--- src/rtl/rstc_pkg.sv ---
package rstc_pkg;
    typedef enum logic [1:0] {
        ST_HOLD = 2'd0,
        ST_PIN  = 2'd1,
        ST_RUN  = 2'd2
    } rstc_state_e;

    // register bit positions
    localparam int BIT_EN    = 7;
    localparam int BIT_FLASH = 6;
    localparam int BIT_CLK   = 5;
    localparam int BIT_SW    = 4;
    localparam int BIT_PIN   = 0;

    // cause vector order (index)
    localparam int CS_PIN   = 0;
    localparam int CS_SW    = 1;
    localparam int CS_CLK   = 2;
    localparam int CS_FLASH = 3;
    localparam int CS_W     = 4;
endpackage

--- src/rtl/rstc_sync.sv ---
module rstc_sync #(
    parameter int STAGES = 2
) (
    input  logic clk,
    input  logic por_n,
    input  logic pin_n,
    output logic pin_low
);
    logic [STAGES-1:0] chain;

    genvar g;
    generate
        for (g = 0; g < STAGES; g++) begin : g_stage
            if (g == 0) begin : g_first
                always_ff @(posedge clk or negedge por_n) begin
                    if (!por_n) chain[g] <= 1'b1;
                    else        chain[g] <= pin_n;
                end
            end else begin : g_next
                always_ff @(posedge clk or negedge por_n) begin
                    if (!por_n) chain[g] <= 1'b1;
                    else        chain[g] <= chain[g-1];
                end
            end
        end
    endgenerate

    assign pin_low = ~chain[STAGES-1];
endmodule

--- src/rtl/rstc_arb.sv ---
module rstc_arb
    import rstc_pkg::*;
(
    input  logic            flash_err,
    input  logic            osc_fail,
    input  logic            osc_det_en,
    input  logic            alarm_hit,
    input  logic            alarm_en,
    input  logic            clk_rst_en,
    input  logic            sw_req,
    output logic [CS_W-1:0] cause,
    output logic            any_req
);
    logic clk_evt;

    // clock path is deliberately not gated by low power
    assign clk_evt = clk_rst_en & ((osc_fail & osc_det_en) | (alarm_hit & alarm_en));

    always_comb begin
        cause = '0;
        if (flash_err)    cause[CS_FLASH] = 1'b1;
        else if (clk_evt) cause[CS_CLK]   = 1'b1;
        else if (sw_req)  cause[CS_SW]    = 1'b1;
    end

    assign any_req = flash_err | clk_evt | sw_req;
endmodule

--- src/rtl/rstc_fsm.sv ---
module rstc_fsm
    import rstc_pkg::*;
#(
    parameter int HOLD_CYC = 16
) (
    input  logic clk,
    input  logic por_n,
    input  logic pin_low,
    input  logic int_req,
    output logic sys_rst,
    output logic in_run,
    output logic take_pin,
    output logic take_int
);
    localparam int CW = (HOLD_CYC > 1) ? $clog2(HOLD_CYC) : 1;
    localparam logic [CW-1:0] LAST = CW'(HOLD_CYC - 1);

    rstc_state_e state, state_nx;
    logic [CW-1:0] cnt;

    always_comb begin
        state_nx = state;
        unique case (state)
            ST_RUN: begin
                if (pin_low)      state_nx = ST_PIN;
                else if (int_req) state_nx = ST_HOLD;
            end
            ST_HOLD: begin
                if (pin_low)          state_nx = ST_PIN;
                else if (cnt == LAST) state_nx = ST_RUN;
            end
            ST_PIN: begin
                if (!pin_low) state_nx = ST_HOLD;
            end
            default: state_nx = ST_HOLD;
        endcase
    end

    // state register and hold counter
    always_ff @(posedge clk or negedge por_n) begin
        if (!por_n) begin
            state <= ST_HOLD;
            cnt   <= '0;
        end else begin
            state <= state_nx;
            if (state == ST_HOLD && state_nx == ST_HOLD) cnt <= cnt + 1'b1;
            else                                          cnt <= '0;
        end
    end

    // registered output
    always_ff @(posedge clk or negedge por_n) begin
        if (!por_n) sys_rst <= 1'b1;
        else        sys_rst <= (state_nx != ST_RUN);
    end

    assign in_run   = (state == ST_RUN);
    assign take_pin = pin_low && (state != ST_PIN);
    assign take_int = (state == ST_RUN) && !pin_low && int_req;
endmodule

--- src/rtl/rstc_status.sv ---
module rstc_status
    import rstc_pkg::*;
(
    input  logic            clk,
    input  logic            por_n,
    input  logic            take_pin,
    input  logic            take_int,
    input  logic [CS_W-1:0] cause,
    input  logic            wr_ok,
    input  logic [7:0]      wdata,
    output logic            clk_rst_en,
    output logic [7:0]      rdata
);
    logic [CS_W-1:0] flags;

    always_ff @(posedge clk or negedge por_n) begin
        if (!por_n) begin
            clk_rst_en <= 1'b0;
            flags      <= '0;
        end else if (take_pin) begin
            clk_rst_en     <= 1'b0;
            flags          <= '0;
            flags[CS_PIN]  <= 1'b1;
        end else begin
            if (take_int) flags      <= cause;
            if (wr_ok)    clk_rst_en <= wdata[BIT_EN];
        end
    end

    always_comb begin
        rdata            = '0;
        rdata[BIT_EN]    = clk_rst_en;
        rdata[BIT_FLASH] = flags[CS_FLASH];
        rdata[BIT_CLK]   = flags[CS_CLK];
        rdata[BIT_SW]    = flags[CS_SW];
        rdata[BIT_PIN]   = flags[CS_PIN];
    end
endmodule

--- src/rtl/rstc_top.sv ---
module rstc_top
    import rstc_pkg::*;
#(
    parameter int HOLD_CYC    = 16,
    parameter int SYNC_STAGES = 2
) (
    input  logic       clk,
    input  logic       por_n,
    input  logic       pin_rst_n,
    input  logic       flash_err,
    input  logic       osc_fail,
    input  logic       osc_det_en,
    input  logic       alarm_hit,
    input  logic       alarm_en,
    input  logic       low_power,
    input  logic       reg_wr,
    input  logic [7:0] reg_wdata,
    output logic [7:0] reg_rdata,
    output logic       sys_rst
);
    logic            pin_low;
    logic            in_run, take_pin, take_int, any_req;
    logic            clk_rst_en, wr_ok, sw_req;
    logic [CS_W-1:0] cause;

    assign wr_ok  = reg_wr && in_run && !low_power;
    assign sw_req = wr_ok && reg_wdata[BIT_SW];

    rstc_sync #(.STAGES(SYNC_STAGES)) u_sync (
        .clk(clk), .por_n(por_n), .pin_n(pin_rst_n), .pin_low(pin_low)
    );

    rstc_arb u_arb (
        .flash_err(flash_err), .osc_fail(osc_fail), .osc_det_en(osc_det_en),
        .alarm_hit(alarm_hit), .alarm_en(alarm_en), .clk_rst_en(clk_rst_en),
        .sw_req(sw_req), .cause(cause), .any_req(any_req)
    );

    rstc_fsm #(.HOLD_CYC(HOLD_CYC)) u_fsm (
        .clk(clk), .por_n(por_n), .pin_low(pin_low), .int_req(any_req),
        .sys_rst(sys_rst), .in_run(in_run), .take_pin(take_pin), .take_int(take_int)
    );

    rstc_status u_status (
        .clk(clk), .por_n(por_n), .take_pin(take_pin), .take_int(take_int),
        .cause(cause), .wr_ok(wr_ok), .wdata(reg_wdata),
        .clk_rst_en(clk_rst_en), .rdata(reg_rdata)
    );
endmodule

--- config.mk ---
export PLATFORM = sky130hd
export DESIGN_NAME = rstc_top
export DESIGN_NICKNAME = d
export VERILOG_FILES = /design/src/rtl/rstc_pkg.sv /design/src/rtl/rstc_sync.sv /design/src/rtl/rstc_arb.sv /design/src/rtl/rstc_fsm.sv /design/src/rtl/rstc_status.sv /design/src/rtl/rstc_top.sv
export SDC_FILE = /design/constraint.sdc
export NUM_CORES = 1
export LEC_CHECK = 0
export ABC_CLOCK_PERIOD_IN_PS = 2000
export BUFFER_PORTS_ARGS = -buffer_cell sky130_fd_sc_hd__clkbuf_2
export CAP_MARGIN = 20
export CORE_UTILIZATION = 35
export CTS_CLUSTER_SIZE = 28
export DETAILED_ROUTE_END_ITERATION = 6
export PLACE_DENSITY = 0.68
export SETUP_SLACK_MARGIN = 0.05
export SYNTH_ARGS = -nofsm -noshare
export SYNTH_HDL_FRONTEND = slang
export SYNTH_SLANG_ARGS = --single-unit
--- constraint.sdc ---
create_clock -name clk -period 2 [get_ports clk]
set_input_delay 0.5 -clock clk [delete_from_list [all_inputs] [get_ports clk]]
set_output_delay 0.5 -clock clk [all_outputs]
set_load 0.02 [all_outputs]
Word-level counts from Yosys, hierarchy flattened
Index checks and enable logic that the tools add are counted.
{ "totals": {"wordCells": 48, "out_inout_bits": 9, "reg_bits": 14} }
{ "classes": {"eq_ne": 5, "mux": 16, "add_sub_neg": 1, "bitwise": 7, "n_reduce_logical": 12} }
{ "ops": {"columns": ["operator", "count"], "rows": [
  ["two-way mux 2 bit", 6],
  ["two-way mux 4 bit", 3],
  ["logical AND 1 bit", 7],
  ["two-way mux 1 bit", 6],
  ["one-hot mux 2 bit (3 select lines)", 1],
  ["adder 4 x 1 -> 4 bit, second input constant", 1],
  ["equality test 4 bit, second input constant", 1],
  ["zero test 2 bit", 2],
  ["nonzero test 2 bit", 2],
  ["AND 1 bit", 3],
  ["OR 1 bit", 3],
  ["equality test 2 x 1 -> 1 bit, second input constant", 1],
  ["equality test 2 bit, second input constant", 1],
  ["inequality test 2 x 1 -> 1 bit, second input constant", 1],
  ["inequality test 2 bit, second input constant", 1],
  ["zero test 1 bit", 1],
  ["NOT 1 bit", 1]
]} }

Depth between registers and ports, before layout
Gate-level depths: netlist of the first run.
{ "depth": {"depth_word": 11, "mapped_depth": 4} }

By module
From an unflattened synthesis of the first run, not the netlist that was laid out.
{ "unflattened": {"cells_unflattened": 63, "hier_area_um2": 700.7} }
{ "modules_own_cells": {"columns": ["module", "instances", "cells_per_inst", "area_per_inst_um2"], "rows": [
  ["rstc_fsm", 1, 27, 325.3],
  ["rstc_status", 1, 21, 236.5],
  ["rstc_arb", 1, 10, 62.6],
  ["rstc_sync", 1, 3, 56.3],
  ["rstc_top", 1, 2, 20.0]
]} }

Worst setup path before layout of the first run
No wires, ideal clock.
{ "synth_timing": {"kind": "input to register", "from": "in low_power", "to": "reg u_status.flags[0]", "setup_ns": 0.126, "t_arrival_ns": 1.257, "slack_ns": 0.617, "required_ns": 1.874, "cell_stages": 3, "n_path_buf": 0, "cell_sequence": "and4bb_4 > nand2_1 > a311o_1"} }
{ "synth_between": {"elab_chain_len": 6} }
{ "synth_lines": {"columns": ["item", "line_no", "rtl"], "rows": [
  ["start, declared", "rstc_top.sv:15", "input logic low_power,"],
  ["zero test 1 bit", "rstc_top.sv:26", "assign wr_ok = reg_wr && in_run && !low_power;"],
  ["logical AND 1 bit", "rstc_top.sv:26", null],
  ["logical AND 1 bit", "rstc_top.sv:27", "assign sw_req = wr_ok && reg_wdata[BIT_SW];"],
  ["OR 1 bit", "rstc_arb.sv:26", "assign any_req = flash_err | clk_evt | sw_req;"],
  ["logical AND 1 bit", "rstc_fsm.sv:59", "assign take_int = (state == ST_RUN) && !pin_low && int_req;"],
  ["nonzero test 2 bit (no line)", null, null],
  ["end signal, assigned", "rstc_status.sv:25", "if (take_int) flags <= cause;"],
  ["end, declared", "rstc_status.sv:14", "logic [CS_W-1:0] flags;"]
]} }
No other way between the ends.
A chain may end at the register's enable or synchronous reset.

Worst setup path after layout of the first run
{ "layout_timing": {"from": "reg u_sync.chain[1]", "to": "reg u_status.flags[2]"} }
{ "layout_between": {"elab_chain_len": 3} }
{ "layout_lines": {"columns": ["item", "line_no", "rtl"], "rows": [
  ["start, declared", "rstc_sync.sv:9", "logic [STAGES-1:0] chain;"],
  ["start signal, assigned by index", "rstc_sync.sv:22", "else chain[g] <= chain[g-1];"],
  ["logical AND 1 bit / NOT 1 bit (equally long branches)", "rstc_fsm.sv:59, rstc_sync.sv:28", null],
  ["logical AND 1 bit, on equally long branches", "rstc_fsm.sv:59, rstc_fsm.sv:58", null],
  ["nonzero test 2 bit (no line) / two-way mux 4 bit (equally long branches)", null, null]
]} }
Several ways; a longest one is shown, not always the timed one.

==> results of run 1 <==
## power by group
group | internal [uW] | leakage, uW | switching, uW
Clock | 111 | 0.0000210 | 96.6
Combinational | 14.4 | 0.000187 | 26.0
Sequential | 290 | 0.000177 | 5.30
## cell type report
type | instances | area [sq um] | area share [%]
clock buffer | 4 | 36.3 | 4.41
multi-input combinational | 44 | 304 | 37.0
timing repair buffer | 17 | 85.1 | 10.4
inverter | 3 | 11.3 | 1.37
tap | 25 | 31.3 | 3.81
sequential | 14 | 354 | 43.1
## routing by layer
layer	track usage, %	share of wire, %
met1	20.2	46
met2	22.2	47
met3	3.53	4.3
met4	10.6	2.9
met5	0	0
## kinds of logic (layout without fill, tap and decap cells)
group	after synthesis	after routing	share of synthesized area [%]
and+or+nand+nor	20	20	17.5
adders and majority gates	1	1	1.81
buffers and inverters	7	24	5.97
xor gates and xnor gates	2	2	2.53
muxes	1	1	1.45
other	1	3	0.542
DFF	14	14	51.2
AOI/OAI and AO/OA	17	17	19.0
## stage by stage
stage          hold slack [ns]  cell area [sq um]
4_1_cts                  0.115                822
5_1_grt                  0.128                822
6_report                 0.101                822
3_3_place_gp             0.346                786
2_1_floorplan            0.204                699
3_5_place_dp             0.349                786
## path summary, 6_finish.rpt
check	from	end	slack, ns	cells after the start
hold reg to reg	u_sync.chain[0]	u_sync.chain[1]	0.36	0
hold / removal	por_n	u_status.flags[1]	0.10	1
max in group asynchronous	por_n	u_sync.chain[0]	1.60	1
min in group clk	pin_rst_n	u_sync.chain[0]	0.29	1
setup / recovery	u_sync.chain[1]	u_status.flags[2]	0.51	3
setup reg to reg	u_sync.chain[1]	u_status.flags[2]	0.51	3
## cell usage in the layout (no fill, tap or decap), drive strengths merged
| cell type | count |
|---|---|
| a22oi | 1 |
| and2 | 1 |
| and3b | 1 |
| conb | 3 |
| nand3 | 2 |
| nand2 | 3 |
| a211o | 1 |
| ha | 1 |
| dfrtp | 11 |
| nor2b | 1 |
| nor3b | 1 |
| mux2i | 1 |
| a22o | 2 |
| nand3b | 1 |
| and4bb | 1 |
| and2b | 1 |
| or4 | 1 |
| a32oi | 1 |
| and3 | 2 |
| a21boi | 1 |
| a311o | 1 |
| o221ai | 1 |
| a21oi | 3 |
| o211ai | 2 |
| dfstp | 3 |
| a31oi | 1 |
| clkbuf | 21 |
| nor2 | 5 |
| a211oi | 1 |
| inv | 3 |
| a32o | 1 |
| o311ai | 1 |
| xor2 | 2 |
## sequential cells by signal, indices dropped and copies added (netlist names)
signal,cells
u_status.clk_rst_en,1
u_status.flags,4
u_sync.chain,2
u_fsm.sys_rst,1
u_fsm.state,2
u_fsm.cnt,4
## worst max-delay path, stage by stage (launching register included)
cell,delay [ns]
dfstp_2,0.60
nand3b_1,0.18
or4_1,0.44
a31oi_1,0.19
==> results.json, run 1 <==
{
  "dp.cells": 103,
  "grt_usage_pct": 15.4,
  "synth_ff_type": "dfrtp_1",
  "p_per_area_nw_per_um2": 660,
  "cts_tree": "yes",
  "maxSlewViolCount": 0,
  "netlist_instances": 63,
  "crit_type": "reg2reg",
  "n_fill_cell": 179,
  "fin_crit_ns": 1.49,
  "chipWidth_microns": 46.5,
  "cp-start-kind": "flop",
  "yosys.area.top_type": "dfrtp_1",
  "diodes": 0,
  "hp-class": "in2async",
  "drt_iter0_drc": 6,
  "cts_hold_buffers": 0,
  "pre_cts_slack_ns": 0.458,
  "final_core_utilization_pct": 46.1,
  "p_total_uw": 543,
  "grt-ovfl-total": 0,
  "clk_pin_slew_ns": 0.09,
  "finalNonFillerCells": 107,
  "netlist_top_cells_area": "dfrtp_1 40%, dfstp_2 11%, buf_4 4.3%",
  "synth_seq_cells": 14,
  "drive_gt1_share_pct": 31.7,
  "rsz0062_at_grt": "no",
  "yosys-top-cells-count": "11 x dfrtp_1, 5 x nor2_1, 4 x buf_4",
  "worstPathArrival_ns": 1.70,
  "yosysWarningCount": 0,
  "via_count": 576,
  "cp-end-kind": "flop",
  "fin_worst_skew_ns": 0.00250,
  "fp-row-count": 15,
  "synth_cell_types": 33,
  "place_hpwl_microns": 1010,
  "portBuffers": 17,
  "synth_edf_count": 0,
  "finalHoldViolations": 0,
  "max_freq_mhz": 671,
  "drcViolationCount": 0,
  "cts_made_buffers": 3,
  "io_pins": 27,
  "insertion_delay_ns": 0.28,
  "slew_headroom_pct": 63.0,
  "finalSetupViolCount": 0,
  "root_buffer": "clkbuf_4",
  "async_flop_share_pct": 100,
  "layout.nets": 102,
  "clk_path_buf_depth": 2,
  "ant_nets": 0,
  "via_per_inst": 5.38,
  "finalWirelength_microns": 1430,
  "h-tree-depth": 1,
  "tightest_slew_ns": 0.553,
  "cap_violations": 0,
  "status": "completed",
  "die_h_microns": 46.5,
  "area_growth_pct": 18.8,
  "core-area_sq_um": 1780,
  "synth_top_cell_area_share_pct": 39.8,
  "setup_ws_ns": 0.509,
  "worstPathMaxFanout": 7,
  "post-cts-setup-buffers": 0,
  "seq_area_frac_synth_pct": 51.2,
  "grt_max_degree": 15,
  "firstDrtPassIters": 4,
  "post-route-period-util_pct": 74.6,
  "place.gp.congestion": 0.777,
  "post_cts.resized_instances": 0,
  "grt_pass1_vias": 505,
  "initial_core_util_pct": 38.8,
  "critical_path_required_ns": 2.21,
  "die_area_sq_um": 2160,
  "power_leakage_uw": 0.000385,
  "cts.sinks": 14,
  "grt_pass1_wl_microns": 2220,
  "yosysMostFrequentCell": "dfrtp_1",
  "syn_area_sq_um": 692,
  "antenna_found_initial": 0,
  "peakVddDrop_mv": 0.338,
  "tns_ns": 0,
  "syn_avg_cell_area_sq_um": 11.0,
  "wl_per_cell_microns": 13.4
}
Power figures use the tool's default switching activity.
==> inputs of run 2 (changes only) <==
--- a/config.mk
+++ b/config.mk
@@ -5,7 +5,7 @@
 export SDC_FILE = /design/constraint.sdc
 export NUM_CORES = 1
 export LEC_CHECK = 0
-export ABC_CLOCK_PERIOD_IN_PS = 2000
+export ABC_CLOCK_PERIOD_IN_PS = 1500
 export BUFFER_PORTS_ARGS = -buffer_cell sky130_fd_sc_hd__clkbuf_2
 export CAP_MARGIN = 20
 export CORE_UTILIZATION = 35
==> constraint.sdc (replaced) <==
create_clock -name clk -period 1.5 [get_ports clk]
set_input_delay 0.375 -clock clk [delete_from_list [all_inputs] [get_ports clk]]
set_output_delay 0.375 -clock clk [all_outputs]
set_load 0.02 [all_outputs]
==> run 2 against run 1 <==
Compared with the run above: critical path depth unchanged; count of clock-buffer cells in the layout unchanged; clock skew decreased by 0.0019 ns; register-to-register slack got worse by 0.41 ns; wire length increased by 0.21%; global-route usage increased by 1.2 points; worst setup slack got worse by 0.41 ns; sequential power increased by 33%; maximum frequency increased by 6.5%; cell area increased by 4.0%; final cell count increased by 3.7%.
==> results.json, run 2 (same netlist as run 1, synthesis figures left out) <==
{
  "status": "completed",
  "peakVddDrop_mv": 0.512,
  "max_freq_mhz": 714,
  "critical_path_required_ns": 1.68,
  "finalHoldViolations": 0,
  "path_delay_family": "simple AND/OR/NAND/NOR gates",
  "die_area_sq_um": 2160,
  "worstPathArrival_ns": 1.58,
  "cts_tree": "yes",
  "portBuffers": 17,
  "root_buffer": "clkbuf_4",
  "place_hpwl_microns": 990,
  "area_growth_pct": 23.5,
  "grt.busiest_layer": "met2",
  "fp-row-count": 15,
  "grt_pass1_vias": 561,
  "initial_core_util_pct": 38.8,
  "cts_made_buffers": 3,
  "crit_buf_inv": 0,
  "die_h_microns": 46.5,
  "gr-usage-met2_pct": 24.2,
  "post-route-cell-area_sq_um": 855,
  "via_count": 578,
  "post_cts.resized_instances": 0,
  "via_per_inst": 5.21,
  "firstDrtPassIters": 4,
  "drive_gt1_share_pct": 33.7,
  "diodes": 0,
  "crit_path_start": "u_fsm.state[0]",
  "n_fill_cell": 169,
  "r2r_slack_ns": 0.1,
  "power_leakage_uw": 0.000403,
  "grt_pass1_wl_microns": 2440,
  "drcViolationCount": 0,
  "io_pins": 27,
  "max_stage_delay_ns": 0.44,
  "p_per_area_nw_per_um2": 862,
  "met3_usage_pct": 2.35,
  "crit_type": "reg2reg",
  "maxSlewViolCount": 0,
  "cp-start-kind": "flop",
  "tns_ns": 0,
  "final_core_utilization_pct": 47.9,
  "post_dp_cell_area_sq_um": 808,
  "pre_cts_slack_ns": 0.0805,
  "clk_pin_slew_ns": 0.09,
  "rsz0062_at_grt": "no",
  "wl_per_cell_microns": 12.9,
  "cp_slowest_cell": "dfrtp_1",
  "whs_ns": 0.154,
  "finalWirelength_microns": 1430,
  "antenna_found_initial": 0,
  "clk_path_buf_depth": 2,
  "post-cts-setup-buffers": 0,
  "r2r_start": "u_fsm.state[0]",
  "grt_usage_pct": 16.6,
  "finalSetupViolCount": 0,
  "post-route-period-util_pct": 93.4,
  "setup_ws_ns": 0.0994,
  "place.gp.congestion": 0.773,
  "insertion_delay_ns": 0.29,
  "cts.sinks": 14,
  "cap_violations": 0,
  "layout_common_cells": "17 x clkbuf_2, 11 x dfrtp_1, 5 x nor2_1",
  "worstPathMaxFanout": 7,
  "final_common_cell": "clkbuf_2",
  "h-tree-depth": 1,
  "holdCritStartpoint": "pin_rst_n",
  "reg_top3": "u_fsm.cnt (4), u_status.flags (4)",
  "grt_max_degree": 15,
  "chipWidth_microns": 46.5,
  "fin_worst_skew_ns": 0.000605,
  "core-area_sq_um": 1780,
  "grt-ovfl-total": 0,
  "drt_iter0_drc": 23,
  "fin_crit_ns": 1.40,
  "hp-class": "in2reg",
  "use_met1_pct": 22.9,
  "ant_nets": 0,
  "path_cells": "and4bb_4 -> nand2_1 -> a311o_1",
  "layout.nets": 106,
  "cp-end-kind": "flop"
}
-- run 2: timing repair --
item | 4_1_cts | 5_1_grt
hold buffers | 1 | 0
hold endpoints to repair | 11 | 0
endpoints found under the setup margin | 0 | 0
-- run 2: routing by layer --
layer  share of wire [%]  routed length [microns]  vias to the layer above
li1                    -                        -                      272
met2                  46                      658                       22
met1                  47                      666                      280
met3                 5.2                       74                        4
met4                 2.2                       32                        0
met5                   0                        0                        -
-- run 2: path summary, 6_finish.rpt --
kind / cells past startpoint / end
worst max-delay path: 3 / u_status.flags[0]
worst min-delay path: 1 / u_sync.chain[0]
worst max register to register: 3 / u_status.flags[0]
worst min register to register: 0 / u_sync.chain[1]
max in group asynchronous: 2 / u_fsm.sys_rst
min in group asynchronous: 2 / u_status.flags[2]
-- run 2: metrics by stage --
step | total power (uW) | cells
3_3_place_gp | 455 | 106
4_1_cts | 736 | 111
3_5_place_dp | 457 | 106
6_report | 737 | 111
2_1_floorplan | 428 | 65
5_1_grt | 764 | 111
-- run 2: cell type report --
class / instances / area (sq um) / share of cell area (%)
inverter: 3 / 11.3 / 1.32
timing repair buffer: 21 / 118 / 13.8
tap: 25 / 31.3 / 3.66
sequential: 14 / 354 / 41.4
multi-input combinational: 44 / 304 / 35.6
clock buffer: 4 / 36.3 / 4.25
-- run 2: where the power goes --
| group | internal [uW] | total, uW | switching (uW) |
|---|---|---|---|
| Clock | 148 | 284 | 136 |
| Combinational | 24.3 | 61.7 | 37.4 |
| Sequential | 386 | 391 | 5.04 |
| Total | 558 | 737 | 178 |
==> inputs of run 3 (changes only) <==
--- a/config.mk
+++ b/config.mk
@@ -5,13 +5,14 @@
 export SDC_FILE = /design/constraint.sdc
 export NUM_CORES = 1
 export LEC_CHECK = 0
+export ABC_AREA = 1
 export ABC_CLOCK_PERIOD_IN_PS = 1500
 export BUFFER_PORTS_ARGS = -buffer_cell sky130_fd_sc_hd__clkbuf_2
 export CAP_MARGIN = 20
 export CORE_UTILIZATION = 35
 export CTS_CLUSTER_SIZE = 28
 export DETAILED_ROUTE_END_ITERATION = 6
-export PLACE_DENSITY = 0.68
+export PLACE_DENSITY = 0.69
 export SETUP_SLACK_MARGIN = 0.05
 export SYNTH_ARGS = -nofsm -noshare
 export SYNTH_HDL_FRONTEND = slang
==> run 3 against run 2 <==
Compared with the run above: first-iteration DRC count is 74% lower; worst setup slack better by 0.076 ns; die area is 7.3% lower; clock power is 6% lower; final cell count is 1.8% higher; critical path type is now reg2out.
==> results.json, run 3 <==
{
  "synth_edf_count": 0,
  "synth_top_cell_area_share_pct": 43.1,
  "path_delay_family": "flip-flops",
  "firstDrtPassIters": 2,
  "cp-start-kind": "flop",
  "drcViolationCount": 0,
  "post-route-cell-area_sq_um": 779,
  "place.gp.congestion": 0.685,
  "power_leakage_uw": 0.000425,
  "drt_iter0_drc": 6,
  "cts_tree": "yes",
  "netlist_instances": 68,
  "cp_slowest_cell": "dfstp_2",
  "grt_usage_pct": 12.2,
  "p_per_area_nw_per_um2": 909,
  "fp-row-count": 15,
  "fin_worst_skew_ns": 0.00293,
  "post-route-period-util_pct": 88.3,
  "synth_cell_types": 20,
  "core-area_sq_um": 1730,
  "async_flop_share_pct": 100,
  "max_stage_delay_ns": 0.52,
  "grt_pass1_vias": 404,
  "yosys.area.top_type": "dfrtp_1",
  "grt_max_degree": 15,
  "status": "completed",
  "place_hpwl_microns": 833,
  "yosys-top-cells-count": "13 x nand2_1, 11 x dfrtp_1, 6 x inv_1, 6 x nor2_1, 5 x nand3_1",
  "final_common_cell": "clkbuf_2",
  "die_area_sq_um": 2000,
  "layout_common_cells": "17 x clkbuf_2, 13 x nand2_1, 11 x dfrtp_1",
  "syn_area_sq_um": 639,
  "tns_ns": 0,
  "finalHoldViolations": 0,
  "yosysMostFrequentCell": "nand2_1",
  "ant_nets": 0,
  "synth_seq_cells": 14,
  "finalSetupViolCount": 0,
  "insertion_delay_ns": 0.28,
  "crit_type": "reg2out",
  "io_pins": 27,
  "hold_depth": 1,
  "p_total_uw": 709,
  "path_cells": "clkbuf_2",
  "synth_ff_type": "dfrtp_1",
  "maxSlewViolCount": 0,
  "portBuffers": 17,
  "clk_pin_slew_ns": 0.08,
  "reg_top3": "u_fsm.cnt (4), u_status.flags (4)",
  "post-cts-setup-buffers": 0,
  "drive_gt1_share_pct": 37.5,
  "critical_path_required_ns": 1.12,
  "netlist_top_cells_area": "dfrtp_1 43%, dfstp_2 12%, nand2_1 7.6%",
  "peakVddDrop_mv": 0.610,
  "diodes": 0,
  "chipWidth_microns": 44.7,
  "syn_avg_cell_area_sq_um": 9.40,
  "crit_buf_inv": 1,
  "die_h_microns": 44.7,
  "worstPathArrival_ns": 0.95,
  "cts_made_buffers": 3,
  "fin_crit_ns": 1.32,
  "reg2reg_depth": 5,
  "pre_cts_slack_ns": 0.305,
  "layout.nets": 108,
  "via_per_inst": 4.20,
  "cap_violations": 0,
  "cp-end-kind": "primary output",
  "setup_ws_ns": 0.175,
  "h-tree-depth": 1,
  "antenna_found_initial": 0,
  "grt-ovfl-total": 0,
  "crit_cells": 1,
  "finalWirelength_microns": 1040,
  "yosysWarningCount": 0,
  "rsz0062_at_grt": "no",
  "root_buffer": "clkbuf_4",
  "hp-class": "in2reg",
  "max_freq_mhz": 755,
  "initial_core_util_pct": 37.0,
  "cts.sinks": 14,
  "seq_area_frac_synth_pct": 55.4,
  "post_dp_cell_area_sq_um": 733,
  "clk_path_buf_depth": 2,
  "via_count": 475,
  "final_core_utilization_pct": 45.1,
  "grt_pass1_wl_microns": 1660,
  "worstPathMaxFanout": 1,
  "area_growth_pct": 21.9,
  "wl_per_cell_microns": 9.20
}
-- run 3: cell count changes after synthesis, sizes merged, moves of 2 or more --
cell | before | now
a22o | 2 | 0
and3 | 2 | 0
nand3 | 2 | 7
inv | 3 | 9
nand2 | 3 | 14
nand4 | 0 | 3
o211ai | 2 | 0
nor2 | 5 | 8
-- run 3: cells by family (layout without fill, tap and decap cells) --
group | count (synthesis) | in the layout | synth area share, %
xor+xnor | 2 | 2 | 2.74
buf+inv | 13 | 31 | 9.98
other cells | 1 | 3 | 0.587
fa+ha+maj | 1 | 1 | 1.96
flops | 14 | 14 | 55.4
simple gates | 33 | 33 | 25.6
compound gates | 4 | 4 | 3.72
-- run 3: repair_timing --
| action | in CTS | in global routing |
|---|---|---|
| hold buffers | 1 | 0 |
| hold endpoints to repair | 11 | 0 |
| resized for setup | 0 | 0 |
-- run 3: final cells by class --
type                            instances  area, sq um
Timing Repair Buffer                   18         95.1
Fill cell                             186          947
Sequential cell                        14          354
Multi-Input combinational cell         43          229
Inverter                                9         33.8
Tap cell                               25         31.3
Clock buffer                            4         36.3
-- run 3: worst paths after layout --
check,start,to,slack [ns]
worst max-delay path,u_fsm.sys_rst,sys_rst,0.18
worst min-delay path,pin_rst_n,u_sync.chain[0],0.17
worst max register to register,u_sync.chain[1],u_fsm.cnt[3],0.29
worst min register to register,u_sync.chain[0],u_sync.chain[1],0.36
max in group asynchronous,por_n,u_sync.chain[1],0.68
min in group asynchronous,por_n,u_status.flags[1],0.52
-- run 3: metrics by stage --
| stage | cells | hold slack, ns |
|---|---|---|
| 2_1_floorplan | 70 | 0.0794 |
| 3_3_place_gp | 108 | 0.292 |
| 3_5_place_dp | 108 | 0.301 |
| 4_1_cts | 113 | 0.161 |
| 5_1_grt | 113 | 0.154 |
| 6_report | 113 | 0.172 |
-- run 3: power by group --
part | switching, uW | internal, uW
sequential | 5.75 | 386
clock | 120 | 148
combinational | 30.5 | 18.4
total | 157 | 552
-- run 3: per-layer routing --
layer	track usage [%]	up-vias	share of wire, %
met3	3.60	2	5.9
met5	0	-	0
met1	15.5	206	48
met4	9.09	0	1.2
li1	-	252	-
met2	17.4	15	45
